**config.mk**
```make
export PLATFORM = sky130hd
export DESIGN_NAME = colsort_ctrl
export DESIGN_NICKNAME = d
export VERILOG_FILES = /design/src/rtl/colsort_pkg.sv /design/src/rtl/colsort_dp.sv /design/src/rtl/colsort_fsm.sv /design/src/rtl/colsort_ctrl.sv
export SDC_FILE = /design/constraint.sdc
export NUM_CORES = 1
export LEC_CHECK = 0
export BUFFER_PORTS_ARGS = -buffer_cell sky130_fd_sc_hd__buf_2
export CAP_MARGIN = 20
export CORE_UTILIZATION = 40
export CTS_CLUSTER_SIZE = 16
export DETAILED_ROUTE_END_ITERATION = 8
export GPL_TIMING_DRIVEN = 0
export HOLD_SLACK_MARGIN = 0.12
export REMOVE_ABC_BUFFERS = 1
export SYNTH_ARGS = -nofsm -noshare
export SYNTH_HDL_FRONTEND = slang
export SYNTH_SLANG_ARGS = --single-unit
```
**constraint.sdc**
```tcl
create_clock -name clk -period 16.68 [get_ports clk]
set_input_delay 3.336 -clock clk [delete_from_list [all_inputs] [get_ports clk]]
set_output_delay 3.336 -clock clk [all_outputs]
set_load 0.01 [all_outputs]
```
**src/rtl/colsort_pkg.sv**
```systemverilog
package colsort_pkg;

  // Sorting modes; the unused code 3 behaves as off.
  typedef enum logic [1:0] {
    SORT_OFF  = 2'd0,
    SORT_ONCE = 2'd1,
    SORT_ITER = 2'd2
  } sort_mode_e;

  // Strobes the control hands to the metric/permutation datapath.
  typedef struct packed {
    logic clear;     // wipe metrics, restore identity order
    logic accum;     // add entry metric to a physical column
    logic subtract;  // remove entry metric from a logical position
    logic swap;      // accept the pivot of the current step
  } dp_strobe_t;

endpackage

```
**src/rtl/colsort_dp.sv**
```systemverilog
module colsort_dp
  import colsort_pkg::*;
#(
  parameter int MAX_COLS  = 4,
  parameter int MAX_ROWS  = 4,
  parameter int DATA_W    = 12,
  parameter int NORM_KIND = 0,  // 0 squared l2, 1 l1, 2 l-infinity
  localparam int COL_W = $clog2(MAX_COLS),
  localparam int CNT_W = $clog2(MAX_COLS + 1),
  localparam int MET_W = 2 * DATA_W + $clog2(MAX_ROWS)
) (
  input  logic                       clk,
  input  logic                       rstN,
  input  dp_strobe_t                 strb,
  input  logic [1:0]                 mode,
  input  logic [CNT_W-1:0]           cfgCols,
  input  logic [CNT_W-1:0]           step,
  input  logic [COL_W-1:0]           entryCol,
  input  logic signed [DATA_W-1:0]   entryRe,
  input  logic signed [DATA_W-1:0]   entryIm,
  output logic [COL_W-1:0]           selPos,
  output logic [COL_W-1:0]           selPhys,
  output logic [MAX_COLS*COL_W-1:0]  permFlat,
  input  logic [COL_W-1:0]           rdLogCol,
  output logic [COL_W-1:0]           rdPhysCol,
  input  logic [COL_W-1:0]           wrLogCol,
  output logic [COL_W-1:0]           wrPhysCol
);

  logic [MET_W-1:0] metric [MAX_COLS];
  logic [COL_W-1:0] perm   [MAX_COLS];

  // Magnitudes of the entry parts, one bit wider so the most negative value fits.
  logic signed [DATA_W:0] reX, imX;
  logic [DATA_W:0]        absRe, absIm;
  logic [MET_W-1:0]       entMet;

  assign reX   = {entryRe[DATA_W-1], entryRe};
  assign imX   = {entryIm[DATA_W-1], entryIm};
  assign absRe = reX[DATA_W] ? -reX : reX;
  assign absIm = imX[DATA_W] ? -imX : imX;

  generate
    if (NORM_KIND == 0) begin : g_l2
      logic [MET_W-1:0] reW, imW;
      assign reW    = MET_W'(absRe);
      assign imW    = MET_W'(absIm);
      assign entMet = reW * reW + imW * imW;
    end else if (NORM_KIND == 1) begin : g_l1
      assign entMet = MET_W'(absRe) + MET_W'(absIm);
    end else begin : g_linf
      assign entMet = (absRe > absIm) ? MET_W'(absRe) : MET_W'(absIm);
    end
  endgenerate

  logic [COL_W-1:0] stepPos;
  logic [COL_W-1:0] subIdx;
  logic [COL_W-1:0] pivot;
  logic [MET_W-1:0] best;
  logic             sorting;

  assign stepPos = COL_W'(step);
  assign subIdx  = perm[entryCol];
  assign sorting = (mode == SORT_ONCE) || (mode == SORT_ITER);

  // Pivot search: start at the step position, replace only on strictly smaller.
  always_comb begin
    pivot = stepPos;
    best  = metric[perm[stepPos]];
    if (sorting) begin
      for (int p = 0; p < MAX_COLS; p++) begin
        if (CNT_W'(p) > step && CNT_W'(p) < cfgCols && metric[perm[p]] < best) begin
          best  = metric[perm[p]];
          pivot = COL_W'(p);
        end
      end
    end
  end

  always_ff @(posedge clk or negedge rstN) begin
    if (!rstN) begin
      for (int p = 0; p < MAX_COLS; p++) begin
        metric[p] <= '0;
        perm[p]   <= COL_W'(p);
      end
      selPos  <= '0;
      selPhys <= '0;
    end else if (strb.clear) begin
      for (int p = 0; p < MAX_COLS; p++) begin
        metric[p] <= '0;
        perm[p]   <= COL_W'(p);
      end
      selPos  <= '0;
      selPhys <= '0;
    end else begin
      if (strb.accum) begin
        metric[entryCol] <= metric[entryCol] + entMet;
      end
      if (strb.subtract) begin
        metric[subIdx] <= (metric[subIdx] > entMet) ? metric[subIdx] - entMet : '0;
      end
      if (strb.swap) begin
        perm[stepPos] <= perm[pivot];
        perm[pivot]   <= perm[stepPos];
        selPos        <= pivot;
        selPhys       <= perm[pivot];
      end
    end
  end

  generate
    for (genvar g = 0; g < MAX_COLS; g++) begin : g_flat
      assign permFlat[g*COL_W +: COL_W] = perm[g];
    end
  endgenerate

  // Column address remapping on both access paths.
  assign rdPhysCol = perm[rdLogCol];
  assign wrPhysCol = perm[wrLogCol];

  logic [MAX_COLS-1:0] permSeen;
  always_comb begin
    permSeen = '0;
    for (int p = 0; p < MAX_COLS; p++) permSeen[perm[p]] = 1'b1;
  end

  AST_PERM_IS_BIJECTION: assert property (@(posedge clk) disable iff (!rstN)
    permSeen == {MAX_COLS{1'b1}}) else $error("permutation lost a column");

  AST_OFF_KEEPS_ORDER: assert property (@(posedge clk) disable iff (!rstN)
    (strb.swap && !sorting) |=> $stable(permFlat)) else $error("order changed while off");

endmodule

```
**src/rtl/colsort_fsm.sv**
```systemverilog
module colsort_fsm
  import colsort_pkg::*;
#(
  parameter int MAX_COLS = 4,
  parameter int MAX_ROWS = 4,
  localparam int COL_W  = $clog2(MAX_COLS),
  localparam int ROW_W  = $clog2(MAX_ROWS),
  localparam int CNT_W  = $clog2(MAX_COLS + 1),
  localparam int RCNT_W = $clog2(MAX_ROWS + 1)
) (
  input  logic              clk,
  input  logic              rstN,
  input  logic              start,
  input  logic [1:0]        cfgMode,
  input  logic [CNT_W-1:0]  cfgCols,
  input  logic [RCNT_W-1:0] cfgRows,
  input  logic              entryValid,
  input  logic              entrySub,
  input  logic [ROW_W-1:0]  entryRow,
  input  logic [COL_W-1:0]  entryCol,
  input  logic              rotPending,
  input  logic              selReq,
  output dp_strobe_t        strb,
  output logic [CNT_W-1:0]  step,
  output logic              selValid,
  output logic              sortDone
);

  logic rowOk, colOk, iterMode, subBusy, reqPend, want, fire;

  assign rowOk    = RCNT_W'(entryRow) < cfgRows;
  assign colOk    = CNT_W'(entryCol) < cfgCols;
  assign iterMode = (cfgMode == SORT_ITER);
  assign subBusy  = entryValid && entrySub && iterMode;
  assign sortDone = (step >= cfgCols);

  assign want = (selReq || reqPend) && !sortDone;
  assign fire = want && !rotPending && !subBusy && !start;

  assign strb.clear    = start;
  assign strb.accum    = !start && entryValid && !entrySub && rowOk && colOk;
  assign strb.subtract = !start && subBusy && colOk;
  assign strb.swap     = fire;

  always_ff @(posedge clk or negedge rstN) begin
    if (!rstN) begin
      step     <= '0;
      reqPend  <= 1'b0;
      selValid <= 1'b0;
    end else if (start) begin
      step     <= '0;
      reqPend  <= 1'b0;
      selValid <= 1'b0;
    end else begin
      selValid <= fire;
      reqPend  <= want && !fire;
      if (fire) step <= step + CNT_W'(1);
    end
  end

  AST_SEL_AFTER_QUIET: assert property (@(posedge clk) disable iff (!rstN)
    selValid |-> $past(!rotPending)) else $error("pivot taken during rotations");

  AST_STEP_ADVANCE: assert property (@(posedge clk) disable iff (!rstN)
    selValid |-> step == $past(step) + CNT_W'(1)) else $error("step did not advance");

  AST_NO_SEL_PAST_END: assert property (@(posedge clk) disable iff (!rstN)
    selValid |-> $past(step) < $past(cfgCols)) else $error("pivot beyond last column");

endmodule

```
**src/rtl/colsort_ctrl.sv**
```systemverilog
module colsort_ctrl
  import colsort_pkg::*;
#(
  parameter int MAX_COLS  = 4,
  parameter int MAX_ROWS  = 4,
  parameter int DATA_W    = 12,
  parameter int NORM_KIND = 0,
  localparam int COL_W  = $clog2(MAX_COLS),
  localparam int ROW_W  = $clog2(MAX_ROWS),
  localparam int CNT_W  = $clog2(MAX_COLS + 1),
  localparam int RCNT_W = $clog2(MAX_ROWS + 1)
) (
  input  logic                      clk,
  input  logic                      rstN,
  input  logic                      start,
  input  logic [1:0]                cfgMode,
  input  logic [CNT_W-1:0]          cfgCols,
  input  logic [RCNT_W-1:0]         cfgRows,
  input  logic                      entryValid,
  input  logic                      entrySub,
  input  logic [ROW_W-1:0]          entryRow,
  input  logic [COL_W-1:0]          entryCol,
  input  logic signed [DATA_W-1:0]  entryRe,
  input  logic signed [DATA_W-1:0]  entryIm,
  input  logic                      rotPending,
  input  logic                      selReq,
  output logic                      selValid,
  output logic [COL_W-1:0]          selPos,
  output logic [COL_W-1:0]          selPhys,
  output logic [CNT_W-1:0]          stepIdx,
  output logic                      sortDone,
  output logic [MAX_COLS*COL_W-1:0] permFlat,
  input  logic [COL_W-1:0]          rdLogCol,
  output logic [COL_W-1:0]          rdPhysCol,
  input  logic [COL_W-1:0]          wrLogCol,
  output logic [COL_W-1:0]          wrPhysCol
);

  dp_strobe_t strb;

  colsort_fsm #(.MAX_COLS(MAX_COLS), .MAX_ROWS(MAX_ROWS)) u_fsm (
    .clk(clk), .rstN(rstN), .start(start), .cfgMode(cfgMode),
    .cfgCols(cfgCols), .cfgRows(cfgRows), .entryValid(entryValid),
    .entrySub(entrySub), .entryRow(entryRow), .entryCol(entryCol),
    .rotPending(rotPending), .selReq(selReq), .strb(strb),
    .step(stepIdx), .selValid(selValid), .sortDone(sortDone)
  );

  colsort_dp #(.MAX_COLS(MAX_COLS), .MAX_ROWS(MAX_ROWS), .DATA_W(DATA_W),
               .NORM_KIND(NORM_KIND)) u_dp (
    .clk(clk), .rstN(rstN), .strb(strb), .mode(cfgMode), .cfgCols(cfgCols),
    .step(stepIdx), .entryCol(entryCol), .entryRe(entryRe), .entryIm(entryIm),
    .selPos(selPos), .selPhys(selPhys), .permFlat(permFlat),
    .rdLogCol(rdLogCol), .rdPhysCol(rdPhysCol),
    .wrLogCol(wrLogCol), .wrPhysCol(wrPhysCol)
  );

endmodule

```
# ---- Word-level counts from Yosys, hierarchy flattened
# Cells that the tools add are included.
# W data, S select, Z words.
dict set report word_totals {
  regBits 121
  input_bits 47
  output_inout_bits 21
  word_cells 175
}
dict set report classes {
  add_sub_neg 6
  mul 2
  n_lt_le_gt_ge 31
  eq_ne 2
  mux 76
  bitwise_logic 11
  reduce_logical 34
}
# operator n
set ops {}
lappend ops {{$mux W26} 23}
lappend ops {{$mux W104} 4}
lappend ops {{$bmux W26 S2} 7}
lappend ops {{$bwmux W104} 2}
lappend ops {{$demux W26 S2} 2}
lappend ops {{$lt A26 B26 Y1} 4}
lappend ops {{$add A26 B26 Y26} 2}
lappend ops {{$mul A13 B13 Y26} 2}
lappend ops {{$mux W2} 21}
lappend ops {{$ge A3 B3 Y1 const B} 11}
lappend ops {{$not A2 Y3} 11}
lappend ops {{$gt A26 B26 Y1} 1}
lappend ops {{$mux W13} 2}
lappend ops {{$neg A12 Y13} 2}
lappend ops {{$sub A26 B26 Y26} 1}
lappend ops {{$logic_and A1 B1 Y1} 25}
lappend ops {{$bmux W2 S2} 5}
lappend ops {{$bwmux W8} 2}
lappend ops {{$mux W8} 2}
lappend ops {{$lt A3 B1 Y1 const B} 4}
lappend ops {{$demux W2 S2} 2}
lappend ops {{$gt A1 B3 Y1 const A} 2}
lappend ops {{$gt A2 B3 Y1 const A} 2}
lappend ops {{$logic_not A1 Y1} 6}
lappend ops {{11 further kinds} 17}

# ---- Depth between registers and ports, before layout
dict set report depth {
  ltp_word 32
  mapped_depth 44
  ltp_nobuf 42
}

# ---- By module
# A second synthesis with hierarchy kept.
dict set report unflattened {
  cells_unflattened 2645
  area_unflattened_um2 24289.5
}
# mod instances cells_each area_per_inst_um2 seq_area_each_um2
set modules_own_cells {}
lappend modules_own_cells {colsort_dp 1 2598 23840.4 2907.8}
lappend modules_own_cells {colsort_fsm 1 47 449.2 125.1}

# ---- Worst setup path before layout
# OpenSTA, ideal clock, no wires.
dict set report synth_timing {
  kind {input to register}
  start {input entryIm[0]}
  end {register u_dp.metric[46] in the netlist's numbering}
  setup_ns 0.134
  t_arrival_ns 12.590
  t_required_ns 16.546
  setup_slack_ns 3.956
  stages 39
  path_buffers 1
  path_cell_list {inv_2 -> nand2_1 -> or4_1 -> or2_2 -> o41ai_1 -> xor2_1 -> nor2_1 -> fa_1 -> fa_1 -> inv_1 -> fa_1 -> inv_1 -> fa_1 -> inv_1 -> fa_1 -> fa_1 -> inv_1 -> fa_1 -> [... 3 more ...] -> o31ai_1 -> a21o_1 -> o21ai_0 -> o21bai_1 -> a21oi_1 -> inv_1 -> ha_1 -> and4_1 -> nand2_1 -> nor2_1 -> a21oi_1 -> o31a_1 -> o221ai_1 -> o31ai_1 -> clkbuf_1 -> nor3_1 -> a41oi_1 -> o21ai_0}
}
dict set report synth_via {
  elab_chain_len 11
  word_cells_on_any_way 14
  cone_classes {add/sub (4); mul (1); order compare (1); mux (8)}
}
# element line
set synth_lines {}
lappend synth_lines {{start: declaration} colsort_ctrl.sv:24} ;# input logic signed [DATA_W-1:0] entryIm,
lappend synth_lines {{$neg A12 Y13} colsort_dp.sv:41} ;# assign absIm = imX[DATA_W] ? -imX : imX;
lappend synth_lines {{$mux W13 *} colsort_dp.sv:41}
lappend synth_lines {{$mul A13 B13 Y26 *} colsort_dp.sv:48} ;# assign entMet = reW * reW + imW * imW;
lappend synth_lines {{$add A26 B26 Y26 *} colsort_dp.sv:48}
lappend synth_lines {{$add A26 B26 Y26} colsort_dp.sv:97} ;# metric[entryCol] <= metric[entryCol] + entMet;
lappend synth_lines {{$bwmux W104} colsort_dp.sv:97}
lappend synth_lines {{$mux W104} colsort_dp.sv:96} ;# if (strb.accum) begin
lappend synth_lines {{$mux W104} colsort_dp.sv:88} ;# end else if (strb.clear) begin
lappend synth_lines {{$bwmux W104} colsort_dp.sv:100} ;# metric[subIdx] <= (metric[subIdx] > entMet) ? metric[subIdx] - entMet : '0;
lappend synth_lines {{$mux W104 *} colsort_dp.sv:99} ;# if (strb.subtract) begin
lappend synth_lines {{$mux W104 *} colsort_dp.sv:88}
lappend synth_lines {{end signal: indexed assignment} colsort_dp.sv:97}
lappend synth_lines {{end signal: indexed assignment} colsort_dp.sv:100}
lappend synth_lines {{end: declaration} colsort_dp.sv:30} ;# logic [MET_W-1:0] metric [MAX_COLS];
# Every way passes the cells marked *; elsewhere a longest branch is shown, timed or not. The select of a mux whose other input is x is not followed.
# A chain may end at the register's enable or synchronous reset.

# ---- Worst setup path in the final report
dict set report layout_timing {
  start {input entryRe[0]}
  end {register u_dp.metric[96] in the netlist's numbering}
}
dict set report layout_via {
  elab_chain_len 11
  word_cells_on_any_way 14
  cone_classes {add/sub (4); mul (1); order compare (1); mux (8)}
}
# element line
set layout_lines {}
lappend layout_lines {{start: declaration} colsort_ctrl.sv:23} ;# input logic signed [DATA_W-1:0] entryRe,
lappend layout_lines {{$neg A12 Y13} colsort_dp.sv:40} ;# assign absRe = reX[DATA_W] ? -reX : reX;
lappend layout_lines {{$mux W13 *} colsort_dp.sv:40}
lappend layout_lines {{$mul A13 B13 Y26 *} colsort_dp.sv:48}
lappend layout_lines {{$add A26 B26 Y26 *} colsort_dp.sv:48}
lappend layout_lines {{$add A26 B26 Y26} colsort_dp.sv:97}
lappend layout_lines {{$bwmux W104} colsort_dp.sv:97}
lappend layout_lines {{$mux W104} colsort_dp.sv:96}
lappend layout_lines {{$mux W104} colsort_dp.sv:88}
lappend layout_lines {{$bwmux W104} colsort_dp.sv:100}
lappend layout_lines {{$mux W104 *} colsort_dp.sv:99}
lappend layout_lines {{$mux W104 *} colsort_dp.sv:88}
# Marks and branches as above.

==> implementation parameters <==
Parameter                              Value

Logic synthesis
  Distinct cells, synth ... 83
  Yosys warns ... 0
  Cell Area, Synth ... 24400 µm²
  Most numerous cell in the Yosys netlist ... sky130_fd_sc_hd__inv_1
  Predominant post-synthesis flop cell ... sky130_fd_sc_hd__dfrtp_1
  Synth area leader ... sky130_fd_sc_hd__fa_1
  Synthesized instance count ... 2660
  Portion of synthesized cell area occupied by the leading cell type ... 0.203
  EDFF count, synth ... 0
  Post-Synthesis Mean Instance Area ... 9.18 µm²
  Leading post-synthesis cells by cell area ... sky130_fd_sc_hd__fa_1 (20%), sky130_fd_sc_hd__ha_1 (13%), sky130_fd_sc_hd__mux4_2 (13%)
  Post-synthesis sequential area ratio ... 0.124
  Async set or reset register ratio after synthesis ... 1.00
  Yosys reg bits ... approximately 120
  Most numerous cell types in the synthesized netlist ... sky130_fd_sc_hd__inv_1 (391), sky130_fd_sc_hd__nor2_1 (273), sky130_fd_sc_hd__fa_1 (247), sky130_fd_sc_hd__ha_1 (247), sky130_fd_sc_hd__nand2_1 (241)

Final layout
  Layout Nets ... roughly 3200
  Final cell utilization of the core ... 0.441
  Fraction of layout instances using a drive strength above 1 ... 0.122
  Ant diodes ... 0
  Area Overhead vs Synth ... 8.98%
  Final Instance Count excl. Fillers ... 3493

Setup path
  Critical path data arrival time ... 15.14 ns
  Kind of critical path ... input port to register
  Largest driver fanout on the critical path ... 16
  Crit. End Element ... register
  WP data required ... between 15 and 20 ns
  Cell with the largest stage delay on the worst path ... sky130_fd_sc_hd__o31a_1
  Type of origin of the critical path ... input port
  Delay of the slowest cell on the worst path ... 0.86 ns
  Worst path most repeated cell ... sky130_fd_sc_hd__fa_1

Worst hold path
  Worst hold-check path type ... register to register

Clock tree
  Sinks on the clock net ... 121
  Setup bufs post-CTS ... 0
  Number of instances resized during post-cts repair ... 0
  Root buf cell ... sky130_fd_sc_hd__clkbuf_16
  Hold_buf cts ... 0
  Post-CTS clock slew at the launch and capture registers of the worst setup and hold paths ... 0.06 ns
  CTS tree ... built
  Maximum number of buffers from clock root to sink ... 2
  CTS H-tree lvls ... 4
  Cts bufs inserted ... 17
  Worst-skew pair later-pin latency ... between 0.4 and 0.5 ns

STA
  Final Max Tran Viols ... 0
  Worst relative slew slack ... 0.182
  Hold violation count in the final report ... 0
  Unrepaired setup endpoints after global routing ... false
  Final worst path period need ... 14.80 ns
  Final setup violation count ... 0
  Worst-Margin Slew ... 1.23 ns
  Maximum clock skew at final layout ... 0.00851 ns
  Smallest hold slack ... 0.552 ns
  Total negative slack ... 0 ns
  Achievable frequency ... a little under 0.07 GHz
  Share of the clock period used by the worst path ... 0.887

Global routing
  Met1 usage ... 0.324
  GRT Residual Overflow ... 0
  Global routing usage on met3 ... 0.0325
  Number of global-route vias before repair ... 21257
  Maximum number of pins on one net before global-route repair ... 87
  Met2 layer usage reported by global route ... 0.391
  Total routing usage reported by global routing ... 0.240
  Global-route wire length before repair ... 117000 µm
  Top Usage Layer GRT ... met2
  Antenna violations before repair ... 0

Detailed routing
  Remaining number of nets flagged by the antenna check after routing ... 0
  Violation count after the first detailed-route iteration ... about 1900
  Routed via count divided by cell count ... 5.90
  Vias ... about 21000
  DRC viols ... 0
  Mean routed wirelength per cell ... 21.0 µm
  Sum of routed wire length over all layers ... 73300 µm
  Number of detailed-routing iterations run before antenna repair ... 6

Job
  Number of max-capacitance violations reported ... 0

Floorplan
  Starting density of the core ... 0.404
  Die span in x ... 249 µm
  Standard cell core area ... 60400 µm²
  Total number of placement rows ... 90
  I/O pins ... 68
  Die area ... roughly 62000 µm²
  Die Y ... 249 µm

Outcome
  Outcome ... finished clean

Place
  Number of cells after detailed placement ... about 3500
  Final RePlAce weighted congestion ... 0.926
  Number of port buffers ... 67
  Detail Placement HPWL ... 56000 µm
## layout make-up
| type | instances | area, µm² |
|---|---|---|
| Fill cell | 5818 | 33800 |
| Multi-Input combinational cell | 2069 | 19700 |
| Sequential cell | 121 | 3040 |
| Inverter | 398 | 1490 |
| Tap cell | 782 | 978 |
| Timing Repair Buffer | 91 | 805 |
| Clock buffer | 21 | 470 |
| Clock inverter | 11 | 168 |
## worst paths after layout
| path | startpoint | endpoint | slack [ns] | depth (start not counted) |
|---|---|---|---|---|
| worst max-delay path | entryRe[0] | u_dp.metric[96]$_DFF_PN0_ | 1.88 | 37 |
| worst min-delay path | u_dp.selPhys[0]$_DFFE_PN0P_ | u_dp.selPhys[0]$_DFFE_PN0P_ | 0.55 | 2 |
| worst max register to register | u_dp.permFlat[7]$_DFFE_PN1P_ | u_dp.permFlat[2]$_DFFE_PN1P_ | 5.45 | 35 |
| worst min register to register | u_dp.selPhys[0]$_DFFE_PN0P_ | u_dp.selPhys[0]$_DFFE_PN0P_ | 0.55 | 2 |
| max in group asynchronous | rstN | u_dp.metric[63]$_DFF_PN0_ | 13.04 | 2 |
| min in group asynchronous | rstN | u_dp.metric[74]$_DFF_PN0_ | 2.79 | 1 |
## placed cells by master (no fill, tap or decap), drive strengths merged, types with 18 or more instances in the layout
master / synthesis / layout
buf: 30 / 91
mux4: 136 / 136
nand2: 241 / 241
nor2: 274 / 274
nor3: 26 / 26
a311oi: 45 / 45
inv: 392 / 393
ha: 247 / 247
o21ai: 83 / 83
a211oi: 65 / 65
clkbuf: 98 / 21
conb: 2 / 58
xnor2: 54 / 54
a21o: 53 / 53
and3: 18 / 18
a21oi: 117 / 117
fa: 247 / 247
mux2: 27 / 27
xor2: 40 / 40
dfrtp: 117 / 117
nand4: 18 / 18
nand3: 21 / 21
mux2i: 70 / 70
## critical path, delay by kind of cell
kind | cells | cell delay (ns)
AOI/OAI and AO/OA | 11 | 3.36
xor gates and xnor gates | 2 | 1.23
adders and majority gates | 10 | 4.63
buffers and inverters | 7 | 1.33
and+or+nand+nor | 7 | 1.22
## state kept, by name, summed over array words and instances, names as in the netlist
signal / cells
u_dp.metric: 104
u_dp.selPos: 2
u_fsm.step: 3
u_fsm.reqPend: 1
u_dp.selPhys: 2
u_dp.permFlat: 8
u_fsm.selValid: 1
## kinds of logic (layout without fill, tap and decap cells)
kind of cell / Yosys count / in the layout / synth area share
compound gates: 495 / 495 / 0.138
simple gates: 694 / 694 / 0.125
buf+inv: 526 / 521 / 0.0818
flops: 121 / 121 / 0.124
other cells: 2 / 58 / 0.000308
mux: 233 / 233 / 0.167
fa+ha+maj: 495 / 495 / 0.330
xor+xnor: 94 / 94 / 0.0337
## metrics by stage
step                      worst slack, ns  instance area, µm²
after CTS                            1.88               26600
after floorplan                      3.63               24100
after global routing                 1.30               26600
after detailed placement             1.46               25900
after global placement              0.528               25400
final                                1.88               26600
## routing by layer
metal / vias up / share of wire
met1: 10252 / 0.43
met5: - / 0
met3: 181 / 0.071
met4: 0 / 0.034
met2: 931 / 0.47
li1: 9252 / -
Power is not shown: default switching activity piles up to over one toggle a cycle in this logic, so the estimate is an artifact.
